## src/rtl/ecu_pkg.sv

```systemverilog
package ecu_pkg;
   // Register address map
   localparam int A_CNT_LO   = 0;
   localparam int A_CNT_HI   = 1;
   localparam int A_CFG      = 2;
   localparam int A_IEN      = 3;
   localparam int A_FLAG     = 4;
   localparam int A_CAP_BASE = 8;

   // Capture register index within a channel
   typedef enum logic {EDGE_RISE = 1'b0, EDGE_FALL = 1'b1} edge_kind_e;
endpackage

```

## src/rtl/ecu_edge_detect.sv

```systemverilog
module ecu_edge_detect #(
   parameter int STAGES = 2
) (
   input  logic clk,
   input  logic rst_n,
   input  logic pin,
   output logic rise,
   output logic fall
);
   logic [STAGES-1:0] sync_q;
   logic              last_q;

   always_ff @(posedge clk or negedge rst_n) begin
      if (!rst_n) begin
         sync_q <= '0;
         last_q <= 1'b0;
      end else begin
         sync_q <= {sync_q[STAGES-2:0], pin};
         last_q <= sync_q[STAGES-1];
      end
   end

   assign rise = sync_q[STAGES-1] & ~last_q;
   assign fall = ~sync_q[STAGES-1] & last_q;
endmodule

```

## src/rtl/ecu_free_counter.sv

```systemverilog
module ecu_free_counter #(
   parameter int CNT_W  = 16,
   parameter int BYTE_W = 8
) (
   input  logic              clk,
   input  logic              rst_n,
   input  logic              wr_lo,
   input  logic              wr_hi,
   input  logic              rd_lo,
   input  logic [BYTE_W-1:0] wdata,
   output logic [CNT_W-1:0]  count,
   output logic [BYTE_W-1:0] shadow_hi
);
   logic [BYTE_W-1:0] lo_buf;

   always_ff @(posedge clk or negedge rst_n) begin
      if (!rst_n) begin
         count     <= '0;
         lo_buf    <= '0;
         shadow_hi <= '0;
      end else begin
         if (wr_hi) count <= {wdata, lo_buf};
         else       count <= count + 1'b1;
         if (wr_lo) lo_buf <= wdata;
         if (rd_lo) shadow_hi <= count[CNT_W-1:BYTE_W];
      end
   end
endmodule

```

## src/rtl/ecu_capture_slot.sv

```systemverilog
module ecu_capture_slot #(
   parameter int W = 8
) (
   input  logic         clk,
   input  logic         rst_n,
   input  logic         load,
   input  logic         hold,
   input  logic         clr,
   input  logic [W-1:0] din,
   output logic [W-1:0] q,
   output logic         full,
   output logic         taken
);
   assign taken = load & ~(hold & full);

   always_ff @(posedge clk or negedge rst_n) begin
      if (!rst_n) begin
         q    <= '0;
         full <= 1'b0;
      end else begin
         if (clr) full <= 1'b0;
         if (taken) begin
            q    <= din;
            full <= 1'b1;
         end
      end
   end
endmodule

```

## src/rtl/edge_capture_unit.sv

```systemverilog
module edge_capture_unit
   import ecu_pkg::*;
#(
   parameter int CNT_W       = 16,
   parameter int BYTE_W      = 8,
   parameter int SYNC_STAGES = 2,
   parameter int ADDR_W      = 4
) (
   input  logic              clk,
   input  logic              rst_n,
   input  logic [1:0]        cap_pin,
   input  logic              bus_wr,
   input  logic              bus_rd,
   input  logic [ADDR_W-1:0] bus_addr,
   input  logic [BYTE_W-1:0] bus_wdata,
   output logic [BYTE_W-1:0] bus_rdata,
   output logic [3:0]        irq
);
   localparam int NUM_CH     = 2;
   localparam int NUM_REG    = 2 * NUM_CH;
   localparam int SLICE_SPAN = CNT_W - BYTE_W;
   localparam int PS_W       = $clog2(SLICE_SPAN);

   // Elaboration-time parameter checks
   if (CNT_W != 2 * BYTE_W) begin : g_bad_width
      $error("CNT_W must be twice BYTE_W");
   end
   if (SYNC_STAGES < 2) begin : g_bad_sync
      $error("SYNC_STAGES must be at least 2");
   end
   if ((1 << ADDR_W) < A_CAP_BASE + NUM_REG) begin : g_bad_addr
      $error("ADDR_W too small for register map");
   end
   if (PS_W + 2 > BYTE_W) begin : g_bad_cfg
      $error("config fields do not fit in one byte");
   end

   // Configuration state
   logic              cfg_wide;
   logic              cfg_hold;
   logic [PS_W-1:0]   cfg_ps;
   logic [NUM_REG-1:0] irq_en;
   logic [NUM_REG-1:0] flags;

   // Bus decode
   logic wr_cnt_lo, wr_cnt_hi, rd_cnt_lo, wr_cfg, wr_ien, wr_flag;
   logic [NUM_REG-1:0] rd_hit;

   assign wr_cnt_lo = bus_wr && bus_addr == ADDR_W'(A_CNT_LO);
   assign wr_cnt_hi = bus_wr && bus_addr == ADDR_W'(A_CNT_HI);
   assign rd_cnt_lo = bus_rd && bus_addr == ADDR_W'(A_CNT_LO);
   assign wr_cfg    = bus_wr && bus_addr == ADDR_W'(A_CFG);
   assign wr_ien    = bus_wr && bus_addr == ADDR_W'(A_IEN);
   assign wr_flag   = bus_wr && bus_addr == ADDR_W'(A_FLAG);

   // Counter
   logic [CNT_W-1:0]  cnt;
   logic [BYTE_W-1:0] cnt_shadow;

   ecu_free_counter #(.CNT_W(CNT_W), .BYTE_W(BYTE_W)) u_cnt (
      .clk       (clk),
      .rst_n     (rst_n),
      .wr_lo     (wr_cnt_lo),
      .wr_hi     (wr_cnt_hi),
      .rd_lo     (rd_cnt_lo),
      .wdata     (bus_wdata),
      .count     (cnt),
      .shadow_hi (cnt_shadow)
   );

   // Prescaled window of the counter
   logic [CNT_W-1:0]  cnt_shifted;
   logic [BYTE_W-1:0] slice;
   assign cnt_shifted = cnt >> cfg_ps;
   assign slice       = cnt_shifted[BYTE_W-1:0];

   // Edge detection per channel; event k = 2*ch + edge kind
   logic [NUM_REG-1:0] ev;

   for (genvar ch = 0; ch < NUM_CH; ch++) begin : g_ch
      logic rise_w, fall_w;
      ecu_edge_detect #(.STAGES(SYNC_STAGES)) u_edge (
         .clk   (clk),
         .rst_n (rst_n),
         .pin   (cap_pin[ch]),
         .rise  (rise_w),
         .fall  (fall_w)
      );
      assign ev[2*ch + int'(EDGE_RISE)] = rise_w;
      assign ev[2*ch + int'(EDGE_FALL)] = fall_w;
   end

   // Capture registers
   logic [NUM_REG-1:0][BYTE_W-1:0] cap_q;
   logic [NUM_REG-1:0][BYTE_W-1:0] cap_din;
   logic [NUM_REG-1:0] cap_load, cap_hold, cap_clr, cap_full, cap_taken, flag_set;

   for (genvar k = 0; k < NUM_REG; k++) begin : g_reg
      assign rd_hit[k] = bus_rd && bus_addr == ADDR_W'(A_CAP_BASE + k);

      if (k < 2) begin : g_low
         // Channel 0: low byte in wide mode, window otherwise
         assign cap_load[k] = ev[k];
         assign cap_din[k]  = cfg_wide ? cnt[BYTE_W-1:0] : slice;
         assign cap_hold[k] = cfg_hold;
         assign cap_clr[k]  = rd_hit[k];
         assign flag_set[k] = cap_taken[k];
      end else begin : g_high
         // Channel 1: borrowed as channel 0 high byte in wide mode
         assign cap_load[k] = cfg_wide ? (ev[k-2] & ~(cfg_hold & cap_full[k-2]))
                                       : ev[k];
         assign cap_din[k]  = cfg_wide ? cnt[CNT_W-1:BYTE_W] : slice;
         assign cap_hold[k] = cfg_wide ? 1'b0 : cfg_hold;
         assign cap_clr[k]  = cfg_wide ? rd_hit[k-2] : rd_hit[k];
         assign flag_set[k] = cap_taken[k] & ~cfg_wide;
      end

      ecu_capture_slot #(.W(BYTE_W)) u_slot (
         .clk   (clk),
         .rst_n (rst_n),
         .load  (cap_load[k]),
         .hold  (cap_hold[k]),
         .clr   (cap_clr[k]),
         .din   (cap_din[k]),
         .q     (cap_q[k]),
         .full  (cap_full[k]),
         .taken (cap_taken[k])
      );
   end

   // Control registers and sticky flags
   always_ff @(posedge clk or negedge rst_n) begin
      if (!rst_n) begin
         cfg_wide <= 1'b0;
         cfg_hold <= 1'b0;
         cfg_ps   <= '0;
         irq_en   <= '0;
         flags    <= '0;
      end else begin
         if (wr_cfg) begin
            cfg_wide <= bus_wdata[0];
            cfg_ps   <= bus_wdata[PS_W:1];
            cfg_hold <= bus_wdata[PS_W+1];
         end
         if (wr_ien) irq_en <= bus_wdata[NUM_REG-1:0];
         flags <= (flags & ~(wr_flag ? bus_wdata[NUM_REG-1:0] : '0)) | flag_set;
      end
   end

   assign irq = flags & irq_en;

   // Read mux
   always_comb begin
      bus_rdata = '0;
      case (bus_addr)
         ADDR_W'(A_CNT_LO): bus_rdata = cnt[BYTE_W-1:0];
         ADDR_W'(A_CNT_HI): bus_rdata = cnt_shadow;
         ADDR_W'(A_CFG):    bus_rdata = BYTE_W'({cfg_hold, cfg_ps, cfg_wide});
         ADDR_W'(A_IEN):    bus_rdata = BYTE_W'(irq_en);
         ADDR_W'(A_FLAG):   bus_rdata = BYTE_W'(flags);
         default:           bus_rdata = '0;
      endcase
      for (int k = 0; k < NUM_REG; k++) begin
         if (bus_addr == ADDR_W'(A_CAP_BASE + k)) bus_rdata = cap_q[k];
      end
   end
endmodule

```

## config.mk

```make
export PLATFORM = sky130hd
export DESIGN_NAME = edge_capture_unit
export DESIGN_NICKNAME = d
export VERILOG_FILES = /design/src/rtl/ecu_pkg.sv /design/src/rtl/ecu_edge_detect.sv /design/src/rtl/ecu_free_counter.sv /design/src/rtl/ecu_capture_slot.sv /design/src/rtl/edge_capture_unit.sv
export SDC_FILE = /design/constraint.sdc
export NUM_CORES = 1
export LEC_CHECK = 0
export BUFFER_PORTS_ARGS = -buffer_cell sky130_fd_sc_hd__buf_2
export CAP_MARGIN = 20
export CORE_ASPECT_RATIO = 0.9
export CORE_UTILIZATION = 65
export DETAILED_ROUTE_END_ITERATION = 7
export PLACE_DENSITY = 0.85
export SKIP_LAST_GASP = 1
export SLEW_MARGIN = 15
export SYNTH_ARGS = -nofsm -noshare
export SYNTH_HDL_FRONTEND = slang
export SYNTH_SLANG_ARGS = --single-unit
```

## constraint.sdc

```tcl
create_clock -name clk -period 3 [get_ports clk]
set_input_delay 0.15 -clock clk [delete_from_list [all_inputs] [get_ports clk]]
set_output_delay 0.15 -clock clk [all_outputs]
set_load 0.02 [all_outputs]
```

# == Word level (Yosys, flattened, before mapping) ==
# Index checks and enable logic that the tools add are counted.
# totals
regBits,87
latchBits,0
ramBits,0
rom_bits,0
inputBits,18
out_inout_bits,12
wordCells,94
n_memories,0
# op_classes
n_addsub,1
n_mul,0
n_div,0
magnitude_cmp,0
eq_ne,8
shift,1
muxes,22
n_bitwise,27
reduce_logical,15
# op_table
op,n
two-way mux 8 bit,6
case mux 8 bit (5 select lines),1
adder 16 x 1 -> 16 bit (second input constant),1
== test 4 bit (second input constant),4
two-way mux 16 bit,1
>> shifter 16 x 3 -> 8 bit,1
bitwise AND 1 bit,14
two-way mux 1 bit,13
logical AND 1 bit,10
NOT 1 bit,9
bitwise AND 4 bit,2
== test 4 x 2 -> 1 bit (second input constant),2
nonzero test 2 bit,4
== test 4 x 1 -> 1 bit (second input constant),1
== test 4 x 3 -> 1 bit (second input constant),1
logical NOT 4 bit,1
two-way mux 4 bit,1
NOT 4 bit,1
OR 4 bit,1

# == Depth between registers and ports, before layout ==
# Gate-level depths: netlist of the first run.
# logic_depth
word_depth,7
depth_mapped,6
depth_no_buf,5

# == Cells and area by module ==
# Synthesis of the first run repeated with hierarchy kept, for this count alone.
# unflattened
hier_cells,438
hier_area_um2,4968.5
# modules_own_cells
mod,instances,cells_per_inst,area_each_um2,seq_area_each_um2
edge_capture_unit,1,222,1826.8,325.3
ecu_capture_slot,4,21,380.4,225.2
ecu_free_counter,1,122,1440.1,800.8
ecu_edge_detect,2,5,90.1,75.1

# == Least setup slack after synthesis of the first run ==
# No wires, ideal clock.
# synth_path
path_kind,input to output
from,in bus_addr[3]
to,out bus_rdata[5]
arrival_time_ns,1.495
t_required_ns,2.850
setup_slack_ns,1.355
path_stages,6
n_path_buf,2
cell_sequence,buf_2 -> nor2b_1 -> clkbuf_1 -> o21ai_0 -> o21a_1 -> o32ai_1
# synth_between
elab_chain_cells,6
word_cells_on_any_way,14
cone_classes,eq/ne (8); mux (5); reduce/logical (1)
# synth_rtl
element,line_no,text
start: declaration,edge_capture_unit.sv:14,"input logic [ADDR_W-1:0] bus_addr,"
== test 4 x 3 -> 1 bit (tied with other cells),edge_capture_unit.sv:155,case (bus_addr)
case mux 8 bit (5 select lines),edge_capture_unit.sv:155,
two-way mux 8 bit (3 in series),edge_capture_unit.sv:164,if (bus_addr == ADDR_W'(A_CAP_BASE + k)) bus_rdata = cap_q[k];
two-way mux 8 bit *,edge_capture_unit.sv:164,
end: declaration,edge_capture_unit.sv:16,"output logic [BYTE_W-1:0] bus_rdata,"
# Mark *: on every way between the ends. The rest lies on a longest branch, timed or not.

# == Final worst setup path of the first run ==
# layout_path
from,reg cfg_wide
to,out bus_rdata[0]
# layout_between
elab_chain_cells,5
# layout_rtl
element,line_no,text
start: declaration,edge_capture_unit.sv:39,logic cfg_wide;
start signal: assignment,edge_capture_unit.sv:141,cfg_wide <= bus_wdata[0];
case mux 8 bit (5 select lines),edge_capture_unit.sv:155,
two-way mux 8 bit (4 in series),edge_capture_unit.sv:164,
# No other way between the ends.

==> results_dict.tcl, run 1 <==
set metrics [dict create \
    fmax_ghz 0.4509 \
    finalCriticalPeriod_ns 2.218 \
    top_cells_by_area_synth "dfrtp_1 (46%), mux2_2 (8.4%), a31oi_1 (4.4%), nand2_1 (4.1%), nor2_1 (3.3%)" \
    setup.worst_path.start_class "register" \
    crit_path_max_fanout 20 \
    cp.required_ns 2.85 \
    skew_pair_late_insertion_delay_ns 0.37 \
    net_count_synth 486 \
    switching_power_uw 1629 \
    cap_violations 0 \
    global_route.usage.total_pct 33.03 \
    commonest_cells_in_the_netlist "dfrtp_1 (87), nand2_1 (51), nor2_1 (42), mux2_2 (35), a31oi_1 (33)" \
    timing.final.setup_violations 0 \
    top_area_cell_type_share_of_the_netlist_area_pct 46.18 \
    final.setup_skew_ns 0.01311 \
    register_bit_count_reported_by_yosys 87 \
    cts_num_sinks 87 \
    globalRouteMet1Util_pct 41.97 \
    floorplan.initialDensity_pct 66.97 \
    drt-pass1-iter-count 5 \
    cts-htree-levels 3 \
    cts_post_setup_buffers_inserted 0 \
    root_buffer "clkbuf_8" \
    io_buffer_count 29 \
    n_fill_cell 494 \
    max-clock-path-buffers 2 \
    gp_congestion 0.9171 \
    timing.rr.start "cfg_wide" \
    synth_async_sr_flop_share_pct 100.0 \
    final_net_count 495 \
    ir_worst_vdd_mv 0.5000 \
    clkPwrFrac_pct 22.8 \
    floorplan.core_area_um2 7039 \
    first_pass_grt_wire_length_um 18790 \
    cts_tree "built" \
    ff2ff_path_depth 4 \
    die_y_um 82.80 \
    met2_usage_pct 54.74 \
    cp_data_arrival_time_ns 2.07 \
    hold_wc_startpoint "bus_wdata[5]" \
    post-dp-hpwl_um 7798 \
    crit_path_top_delay_cell "dfrtp_1" \
    power_density_nw_per_um2 869.2 \
    ant_nets 0 \
    synth_seq_area_share_pct 46.18 \
    synthesis.yosys.warnings 0 \
    synth-edff-count 0 \
    sequence_of_cells_on_the_critical_path "buf_4, mux2i_1, nor2_1, a211o_1, o2bb2ai_1, buf_2" \
    power_frac_seq_pct 46.1 \
    grt_start_max_net_pins 88 \
    vias_per_cell 6.728 \
    final_min_period_over_clock_period_pct 73.92 \
    syn2layout_area_growth_pct 7.935 \
    r2r-end "g_reg[2].u_slot.q[6]" \
    timing.critical_path.buf_inv 2 \
    dr_total_vias 3862 \
    fraction_of_layout_cells_with_a_size_suffix_above_1_pct 20.79 \
    cts-buffers-inserted 9 \
    initial_antenna_violation_count 0 \
    post-place-ws_ns 0.9627 \
    post-synth-top-count-cell "dfrtp_1" \
    path_clk_slew_ns 0.09 \
    die_x_um 91.77 \
    route.detailed.wl_per_inst_um 20.50 \
    power.internal_uw 2794 \
    endpoint_kind "primary output" \
    synthesized_instance_count 467 \
    netlist_cell_types 56 \
    grt_setup_unrepaired "false" \
    hold-path-cell-count 2 \
    maxSlewHeadroom_pct 46.74 \
    r2r_setup_slack_ns 1.01 \
    power_switching_share_pct 36.84 \
    max_slew.worst_pin.slew_ns 0.7989 \
    critical_path.top_delay_family "flip-flops" \
    synth_area_um2 4715 \
    die-area_um2 7598 \
    grt.met3_usage_pct 8.106 \
    fp-row-count 29 \
    routed_wl_um 11770 \
    postSynthAreaPerCell_um2 10.10 \
    gates_resized_cts_repair 0 \
    timing.critical_path.slowest_cell_delay_ns 0.66 \
    synth_ff_type "dfrtp_1" \
    final_critical_path_setup_slack_ns 0.7823 \
    setup_total_negative_slack_ns 0 \
    synth.largest_area_cell "dfrtp_1" \
    gr-total-overflow 0 \
    diodes 0 \
    worstHoldEndpoint "u_cnt.lo_buf[5]" \
    io-pin-count 30 \
    grt_pass1_vias 3534 \
    timing.hold.worst.class "in2reg" \
    critical_path_start_end_classification "reg2out" \
    multi_input_area_um2 2330 \
    detailedRoute.firstIterationViolations 330 \
    leakage_uw 0.002089 \
    slew_violations 0 \
    drc 0 \
    status "complete, no violations" \
    post-route-util_pct 72.29 \
    sequential_cell_area_um2 2177 \
    hold_violations 0 \
    busiest_layer "met2" \
    share_comb_of_total_power_pct 31.2 \
]
-- per-layer routing --
metal,vias up,part of all wire (%)
li1,1716,-
met3,45,8.4
met5,-,0
met2,216,47
met4,0,3.5
met1,1885,41
-- sequential cells by signal (all words and copies together) (netlist names) --
register and cells:
u_cnt.shadow_hi 8, g.u_slot.q 32, cfg_hold 1, g.u_slot.full 4
u_cnt.count 16, cfg_ps 3, irq_en 4, cfg_wide 1
u_cnt.lo_buf 8, flags 4, g_ch.u_edge.sync_q 4, g_ch.u_edge.last_q 2
-- power by group through the flow --
stage	Sequential, µW	Clock (µW)	Combinational, µW
floorplan	1780	0	1210
global placement	2010	0	1290
detailed placement	2030	0	1340
CTS	2010	1020	1360
global route	2080	1060	1520
finish	2040	1010	1380
-- repair_timing --
action / 4_1_cts / 5_1_grt
endpoints found under the setup margin: 0 / 0
hold buffers: 2 / 1
hold endpoints to repair: 2 / 87
-- cell usage in the layout, fill, tap and decap left out, drive strengths merged, types with 5 or more instances in the layout --
cell / instances
dfrtp: 87
nand2: 51
nor2: 45
mux2: 42
a31oi: 33
buf: 31
o21ai: 25
o22ai: 16
mux2i: 13
or3: 10
clkbuf: 9
xor2: 8
nand3: 7
xnor2: 7
nor2b: 7
and2: 7
inv: 7
nand2b: 6
a21o: 6
o32ai: 5
nand4: 5
-- logic make-up (layout without fill, tap and decap cells) --
group	count (synthesis)	after routing	share of synthesized area (%)
flops	87	87	46.18
simple gates	162	162	18.21
compound gates	105	105	14.57
buf+inv	41	55	4.406
mux	56	56	13.59
fa+ha+maj	1	1	0.2654
xor+xnor	15	15	2.787
-- metrics by stage --
stage          power, µW  instance area [µm²]  hold WS [ns]  instances
2_1_floorplan       2985                 4715       -0.1456        467
3_3_place_gp        3299                 4805        0.2581        555
3_5_place_dp        3376                 4805        0.2598        555
4_1_cts             4386                 5075      0.006635        573
5_1_grt             4650                 5089       0.02916        574
6_report            4423                 5089       0.02381        574
-- worst register-to-register path, delay by kind of cell (launching register included) --
family	cells	cell delay, ns
AOI/OAI and AO/OA	2	0.83
DFF	1	0.57
and+or+nand+nor	2	0.52
-- worst max-delay path by stage --
stage / slack (ns) / to / from / cells after the start
2_1_floorplan: 1.35 / bus_rdata[5] / bus_addr[3] / 6
3_3_place_gp: 1.05 / u_cnt.count[14] / bus_addr[0] / 4
3_5_place_dp: 0.96 / u_cnt.count[14] / bus_addr[0] / 4
4_1_cts: 0.82 / bus_rdata[0] / cfg_wide / 6
5_1_grt: 0.68 / bus_rdata[0] / cfg_wide / 6
6_report: 0.78 / bus_rdata[0] / cfg_wide / 6
-- layout make-up --
class,count,share of cell area [%]
Clock buffer,9,2.434
Clock inverter,7,2.483
Inverter,5,0.3688
Multi-Input combinational cell,339,45.78
Sequential cell,87,42.78
Tap cell,93,2.287
Timing Repair Buffer,34,3.860
(Power assumes the default switching activity.)
==> run 2, diff against run 1 <==
--- a/config.mk
+++ b/config.mk
@@ -5,12 +5,13 @@
 export SDC_FILE = /design/constraint.sdc
 export NUM_CORES = 1
 export LEC_CHECK = 0
+export ABC_AREA = 1
 export BUFFER_PORTS_ARGS = -buffer_cell sky130_fd_sc_hd__buf_2
 export CAP_MARGIN = 20
 export CORE_ASPECT_RATIO = 0.9
-export CORE_UTILIZATION = 65
+export CORE_UTILIZATION = 61
 export DETAILED_ROUTE_END_ITERATION = 7
-export PLACE_DENSITY = 0.85
+export PLACE_DENSITY = 0.8
 export SKIP_LAST_GASP = 1
 export SLEW_MARGIN = 15
 export SYNTH_ARGS = -nofsm -noshare
==> constraint.sdc (replaced) <==
create_clock -name clk -period 2.11 [get_ports clk]
set_input_delay 0.1055 -clock clk [delete_from_list [all_inputs] [get_ports clk]]
set_output_delay 0.1055 -clock clk [all_outputs]
set_load 0.02 [all_outputs]
==> run 2 against run 1 <==
Clock skew fell by 0.0070 ns. Die area increased by 7.1%. Core utilization decreased by 2.7 points. Setup slack lost 0.59 ns. Global-route usage grew 1.3 points. Clock power about the same.
==> results_dict.tcl, run 2 <==
set metrics [dict create \
    fmax_ghz 0.5224 \
    crit_path_max_fanout 10 \
    global_route.usage.total_pct 34.28 \
    top_area_cell_type_share_of_the_netlist_area_pct 45.87 \
    synth.largest_area_cell "dfrtp_1" \
    hold_violations 0 \
    power_frac_seq_pct 48.2 \
    layout.cells.most_common_list "nand2_1 (296), dfrtp_1 (86), nand3_1 (80), o21ai_0 (42), inv_1 (39)" \
    fp-row-count 30 \
    clkPwrFrac_pct 17.5 \
    path_clk_slew_ns 0.08 \
    synth_area_um2 4746 \
    cp_data_arrival_time_ns 1.81 \
    floorplan.initialDensity_pct 62.90 \
    post-place-ws_ns 0.2848 \
    die-area_um2 8137 \
    switching_power_uw 2348 \
    max_slew.worst_pin.slew_ns 0.5404 \
    maxSlewHeadroom_pct 63.97 \
    synthesis.yosys.warnings 0 \
    io_buffer_count 29 \
    detailedRoute.firstIterationViolations 441 \
    ir_worst_vdd_mv 0.5744 \
    cts-buffers-inserted 9 \
    diodes 0 \
    critical_path_start_end_classification "reg2out" \
    post-dp-hpwl_um 9516 \
    vias_per_cell 5.776 \
    synth_seq_area_share_pct 45.87 \
    net_count_synth 677 \
    endpoint_kind "primary output" \
    synth_async_sr_flop_share_pct 100.0 \
    drt-pass1-iter-count 5 \
    status "complete, no violations" \
    multi_input_area_um2 2267 \
    synth_ff_type "dfrtp_1" \
    power_density_nw_per_um2 1070 \
    post-synth-top-count-cell "nand2_1" \
    timing.hold.worst.class "in2reg" \
    grt_start_max_net_pins 47 \
    drc 0 \
    ant_nets 0 \
    postSynthAreaPerCell_um2 7.212 \
    root_buffer "clkbuf_8" \
    ff2ff_path_depth 11 \
    top_cells_by_area_synth "dfrtp_1 (46%), nand2_1 (23%), nand3_1 (8.4%), o21ai_0 (4.4%), inv_1 (3.2%)" \
    final_critical_path_setup_slack_ns 0.1958 \
    final_net_count 718 \
    gp_congestion 0.9462 \
    largestRegisters "g.u_slot.q x32, u_cnt.count x16" \
    cap_violations 0 \
    syn2layout_area_growth_pct 10.62 \
    max_ffs_per_register 32 \
    setup.worst_path.start_class "register" \
    synth-edff-count 0 \
    layout_commonest_cell "nand2_1" \
    routed_wl_um 12960 \
    first_pass_grt_wire_length_um 21080 \
    max-clock-path-buffers 2 \
    leakage_uw 0.002706 \
    n_fill_cell 664 \
    sequential_cell_area_um2 2178 \
    hold-path-cell-count 3 \
    slew_violations 0 \
    power_switching_share_pct 41.81 \
    final.setup_skew_ns 0.006159 \
    die_x_um 94.98 \
    power.internal_uw 3268 \
    register_bit_count_reported_by_yosys 87 \
    cts-htree-levels 3 \
    grt_setup_unrepaired "false" \
    timing.final.setup_violations 0 \
    skew_pair_late_insertion_delay_ns 0.36 \
    final_min_period_over_clock_period_pct 90.72 \
    floorplan.core_area_um2 7545 \
    netlist_cell_types 32 \
    dr_total_vias 4609 \
    max_flop_register "g.u_slot.q" \
    cp.required_ns 2.00 \
    cts_num_sinks 87 \
    commonest_cells_in_the_netlist "nand2_1 (296), dfrtp_1 (87), nand3_1 (80), o21ai_0 (42), inv_1 (40)" \
    synthesized_instance_count 658 \
    cts_tree "built" \
    fraction_of_layout_cells_with_a_size_suffix_above_1_pct 12.54 \
    route.detailed.wl_per_inst_um 16.24 \
    finalCriticalPeriod_ns 1.914 \
    setup_total_negative_slack_ns 0 \
    gr-total-overflow 0 \
    grt_pass1_vias 4191 \
    die_y_um 85.68 \
    share_comb_of_total_power_pct 34.3 \
    io-pin-count 30 \
    initial_antenna_violation_count 0 \
]
==> run 2: critical path: stages, from the launching register on <==
cell and delay, ns:
dfrtp_1 0.56, clkinvlp_4 0.31, nor2_1 0.16, nor2_1 0.06
nand3_1 0.08, nand2_1 0.06, nand3_1 0.07, buf_2 0.16
==> run 2: routing by layer <==
layer  wire length (µm)  track usage (%)  up-vias
met4                342            12.53        0
met2               5722            52.71      220
li1                   -                -     2180
met3               1014            5.674       31
met1               5877            48.95     2178
met5                  0                0        -
==> run 2: power by group through the flow <==
| stage | registers [µW] | logic, µW | clock network (µW) |
|---|---|---|---|
| final | 2710 | 1930 | 985 |
| after global routing | 2750 | 2200 | 1050 |
| after CTS | 2670 | 1880 | 999 |
| after detailed placement | 2700 | 1860 | 0 |
| after global placement | 2690 | 1810 | 0 |
| after floorplan | 2470 | 1450 | 0 |
==> run 2: cells by family (layout without fill, tap and decap cells) <==
logic type	after synthesis	in the layout	synth area share, %
AND/OR/NAND/NOR	430	430	38.62
AO/OA/AOI/OAI	61	61	6.881
XOR/XNOR	7	7	1.292
adder cells (fa/ha/maj)	1	1	0.2636
buffers and inverters	69	113	6.354
multiplexers	3	3	0.7118
flip-flops	87	87	45.87
==> run 2: area by class of cell <==
type                    instances  share of cell area, %
multi-input cells             502                  43.18
flip-flops and latches         87                  41.49
repair buffers                 50                  6.482
inverters                      49                  3.646
clock buffers                  10                  2.431
well taps                      96                  2.288
clock inverters                 4                 0.4766
==> run 2: stage by stage <==
step           utilization (%)  std cells  power, µW  hold slack (ns)  area (µm²)
2_1_floorplan                -        658       3923          -0.1901        4746
3_3_place_gp             65.95        772       4505           0.1245        4976
3_5_place_dp             65.95        772       4556           0.1249        4976
4_1_cts                  69.17        795       5549         0.004737        5219
5_1_grt                  69.59        798       6004         0.009861        5250
6_report                 69.59        798       5616         0.009048        5250
==> run 2: path summary, 6_finish.rpt <==
path | start | end | slack (ns)
max in group asynchronous | rst_n | g_reg[0].u_slot.q[6] | 1.21
min | bus_wdata[0] | cfg_wide | 0.009
min in group asynchronous | rst_n | u_cnt.lo_buf[2] | 0.28
max reg2reg | cfg_ps[0] | g_reg[2].u_slot.q[0] | 0.30
max | cfg_ps[2] | bus_rdata[3] | 0.20
min reg2reg | g_ch[1].u_edge.sync_q[0] | g_ch[1].u_edge.sync_q[1] | 0.36
==> run 2: what timing repair did <==
action / 4_1_cts / 5_1_grt
hold buffers: 9 / 0
buffers inserted: 0 / 3
endpoints found under the setup margin: 0 / 2
endpoints found under the hold margin: 51 / 0
resized for setup: 0 / 3
==> run 3, diff against run 2 <==
--- a/config.mk
+++ b/config.mk
@@ -9,9 +9,10 @@
 export BUFFER_PORTS_ARGS = -buffer_cell sky130_fd_sc_hd__buf_2
 export CAP_MARGIN = 20
 export CORE_ASPECT_RATIO = 0.9
-export CORE_UTILIZATION = 61
+export CORE_UTILIZATION = 63
+export CTS_BUF_LIST = sky130_fd_sc_hd__clkbuf_8
 export DETAILED_ROUTE_END_ITERATION = 7
-export PLACE_DENSITY = 0.8
+export PLACE_DENSITY = 0.82
 export SKIP_LAST_GASP = 1
 export SLEW_MARGIN = 15
 export SYNTH_ARGS = -nofsm -noshare
==> run 3 against run 2 <==
Power increased by 4.6%. Global-route usage up 3.4 points. Clock power grew 24%. Combinational power hardly changed. Sequential power about the same. Critical path depth up 1. Core utilization increased by 4.3 points. Non-clock buffer count up 1. Design area rose by 1.1%. Setup slack better by 0.0017 ns. Largest power group unchanged.
==> results_dict.tcl, run 3 (synthesis results as in run 2) <==
set metrics [dict create \
    status "complete, no violations" \
    diodes 0 \
    fp-row-count 29 \
    grt_start_max_net_pins 49 \
    root_buffer "clkbuf_8" \
    cts_num_sinks 87 \
    r2r-end "u_cnt.count[14]" \
    detailedRoute.firstIterationViolations 473 \
    drt-pass1-iter-count 5 \
    timing.critical_path.slowest_cell_delay_ns 0.59 \
    routed_wl_um 13660 \
    layout.cells.most_common_list "nand2_1 (296), dfrtp_1 (86), nand3_1 (80), o21ai_0 (42), inv_1 (40)" \
    gr-total-overflow 0 \
    cts_tree "built" \
    die_x_um 93.49 \
    timing.final.setup_violations 0 \
    vias_per_cell 5.942 \
    fmax_ghz 0.5229 \
    finalCriticalPeriod_ns 1.912 \
    global_route.usage.total_pct 37.64 \
    crit_path_frequent_cell "nand2_1" \
    hold-path-cell-count 3 \
    cts-htree-levels 3 \
    largestRegisters "g.u_slot.q x32, u_cnt.count x16" \
    sequence_of_cells_on_the_critical_path "ha_1, nand3_1, nor3_1, nand3_1, nand2_1, nand2_1, nand2_1, nand2_1" \
    die_y_um 84.34 \
    ant_nets 0 \
    final.setup_skew_ns 0.01585 \
    critical_path_start_end_classification "reg2reg" \
    floorplan.core_area_um2 7184 \
    layout_commonest_cell "nand2_1" \
    setup_total_negative_slack_ns 0 \
    r2r_setup_slack_ns 0.20 \
    leakage_uw 0.002740 \
    final_net_count 719 \
    cap_violations 0 \
    cp.required_ns 2.38 \
    dr_total_vias 4742 \
    stdcell_count 798 \
    cts-buffers-inserted 9 \
    grt_setup_unrepaired "false" \
    initial_antenna_violation_count 0 \
    fraction_of_layout_cells_with_a_size_suffix_above_1_pct 12.62 \
    max-clock-path-buffers 2 \
    endpoint_kind "register" \
    crit_path_max_fanout 8 \
    cp_data_arrival_time_ns 2.18 \
    first_pass_grt_wire_length_um 22450 \
    final_min_period_over_clock_period_pct 90.64 \
    hold_violations 0 \
    postLayoutCellArea_um2 5309 \
    worstHoldEndpoint "cfg_hold" \
    placement.cell_area_um2 4972 \
    route.detailed.wl_per_inst_um 17.12 \
    power.total_uw 5876 \
    timing.hold.worst.class "in2reg" \
    syn2layout_area_growth_pct 11.86 \
    max_flop_register "g.u_slot.q" \
    max_slew.worst_pin.slew_ns 0.5279 \
    ff2ff_path_depth 8 \
    grt_pass1_vias 4529 \
    hold_wc_startpoint "bus_wdata[4]" \
    io_buffer_count 29 \
    path_clk_slew_ns 0.09 \
    slew_violations 0 \
    post-dp-hpwl_um 9942 \
    maxSlewHeadroom_pct 64.53 \
    die-area_um2 7885 \
    dp_cells 769 \
    skew_pair_late_insertion_delay_ns 0.37 \
    max_ffs_per_register 32 \
    ir_worst_vdd_mv 0.6184 \
    power_density_nw_per_um2 1107 \
    io-pin-count 30 \
    crit_path_top_delay_cell "dfrtp_1" \
    drc 0 \
    gp_congestion 0.9580 \
    floorplan.initialDensity_pct 66.06 \
    n_fill_cell 560 \
    holdWs_ns 0.02668 \
    setup.worst_path.start_class "register" \
    timing.rr.start "u_cnt.count[0]" \
]
==> run 3: changes by cell type in the layout (fill, tap and decap cells not counted), sizes merged <==
cell / delta
clkbuf: +1
clkinvlp: -1
dlygate4sd3: +1
bufinv: +1
inv: +1
==> run 3: worst max-delay path by stage <==
stage                   startpoint              end
global placement    u_cnt.count[0]  u_cnt.count[14]
floorplan           u_cnt.count[0]  u_cnt.count[14]
finish              u_cnt.count[0]  u_cnt.count[14]
global route             cfg_ps[2]     bus_rdata[3]
CTS                      cfg_ps[0]     bus_rdata[1]
detailed placement  u_cnt.count[0]  u_cnt.count[14]
==> run 3: what timing repair did <==
action                                  in CTS  in global routing
setup buffers                                0                  3
gates resized for setup                      0                  2
endpoints found under the hold margin       50                  0
hold buffers                                10                  0
endpoints found under the setup margin       0                  1
==> run 3: power breakdown <==
| part | leakage [µW] | internal, µW | switching [µW] |
|---|---|---|---|
| sequential | 0.00106 | 2180 | 541 |
| clock | 0.000103 | 610 | 607 |
| combinational | 0.00158 | 675 | 1260 |
| total | 0.00274 | 3470 | 2410 |
==> run 3: final cells by class <==
cell class              count  area [µm²]  area share [%]
clock inverters             5       57.56           1.084
clock buffers              11       151.4           2.852
repair buffers             51       350.3           6.599
multi-input cells         502        2267           42.71
inverters                  49       187.7           3.535
well taps                  93       116.4           2.192
flip-flops and latches     87        2178           41.03
==> run 3: per-layer routing <==
metal | up-vias | global-route usage, % | share of wire (%)
met4 | 0 | 17.06 | 3.6
met1 | 2239 | 51.32 | 41
met3 | 54 | 7.609 | 9.0
met2 | 265 | 58.36 | 46
li1 | 2184 | - | -
met5 | - | 0 | 0
==> run 3: metrics by stage <==
stage                     setup WS, ns  util [%]
after floorplan                 0.7107         -
after global placement          0.3089     69.21
after detailed placement        0.2678     69.21
after CTS                      0.06156     73.51
after global routing           0.09299     73.89
final                           0.1975     73.89
==> run 3: worst max-delay path, delay by kind of cell, from the launching register on <==
family	cells	cell delay, ns
adder cells (fa/ha/maj)	1	0.27
flip-flops	1	0.59
AND/OR/NAND/NOR	7	0.95
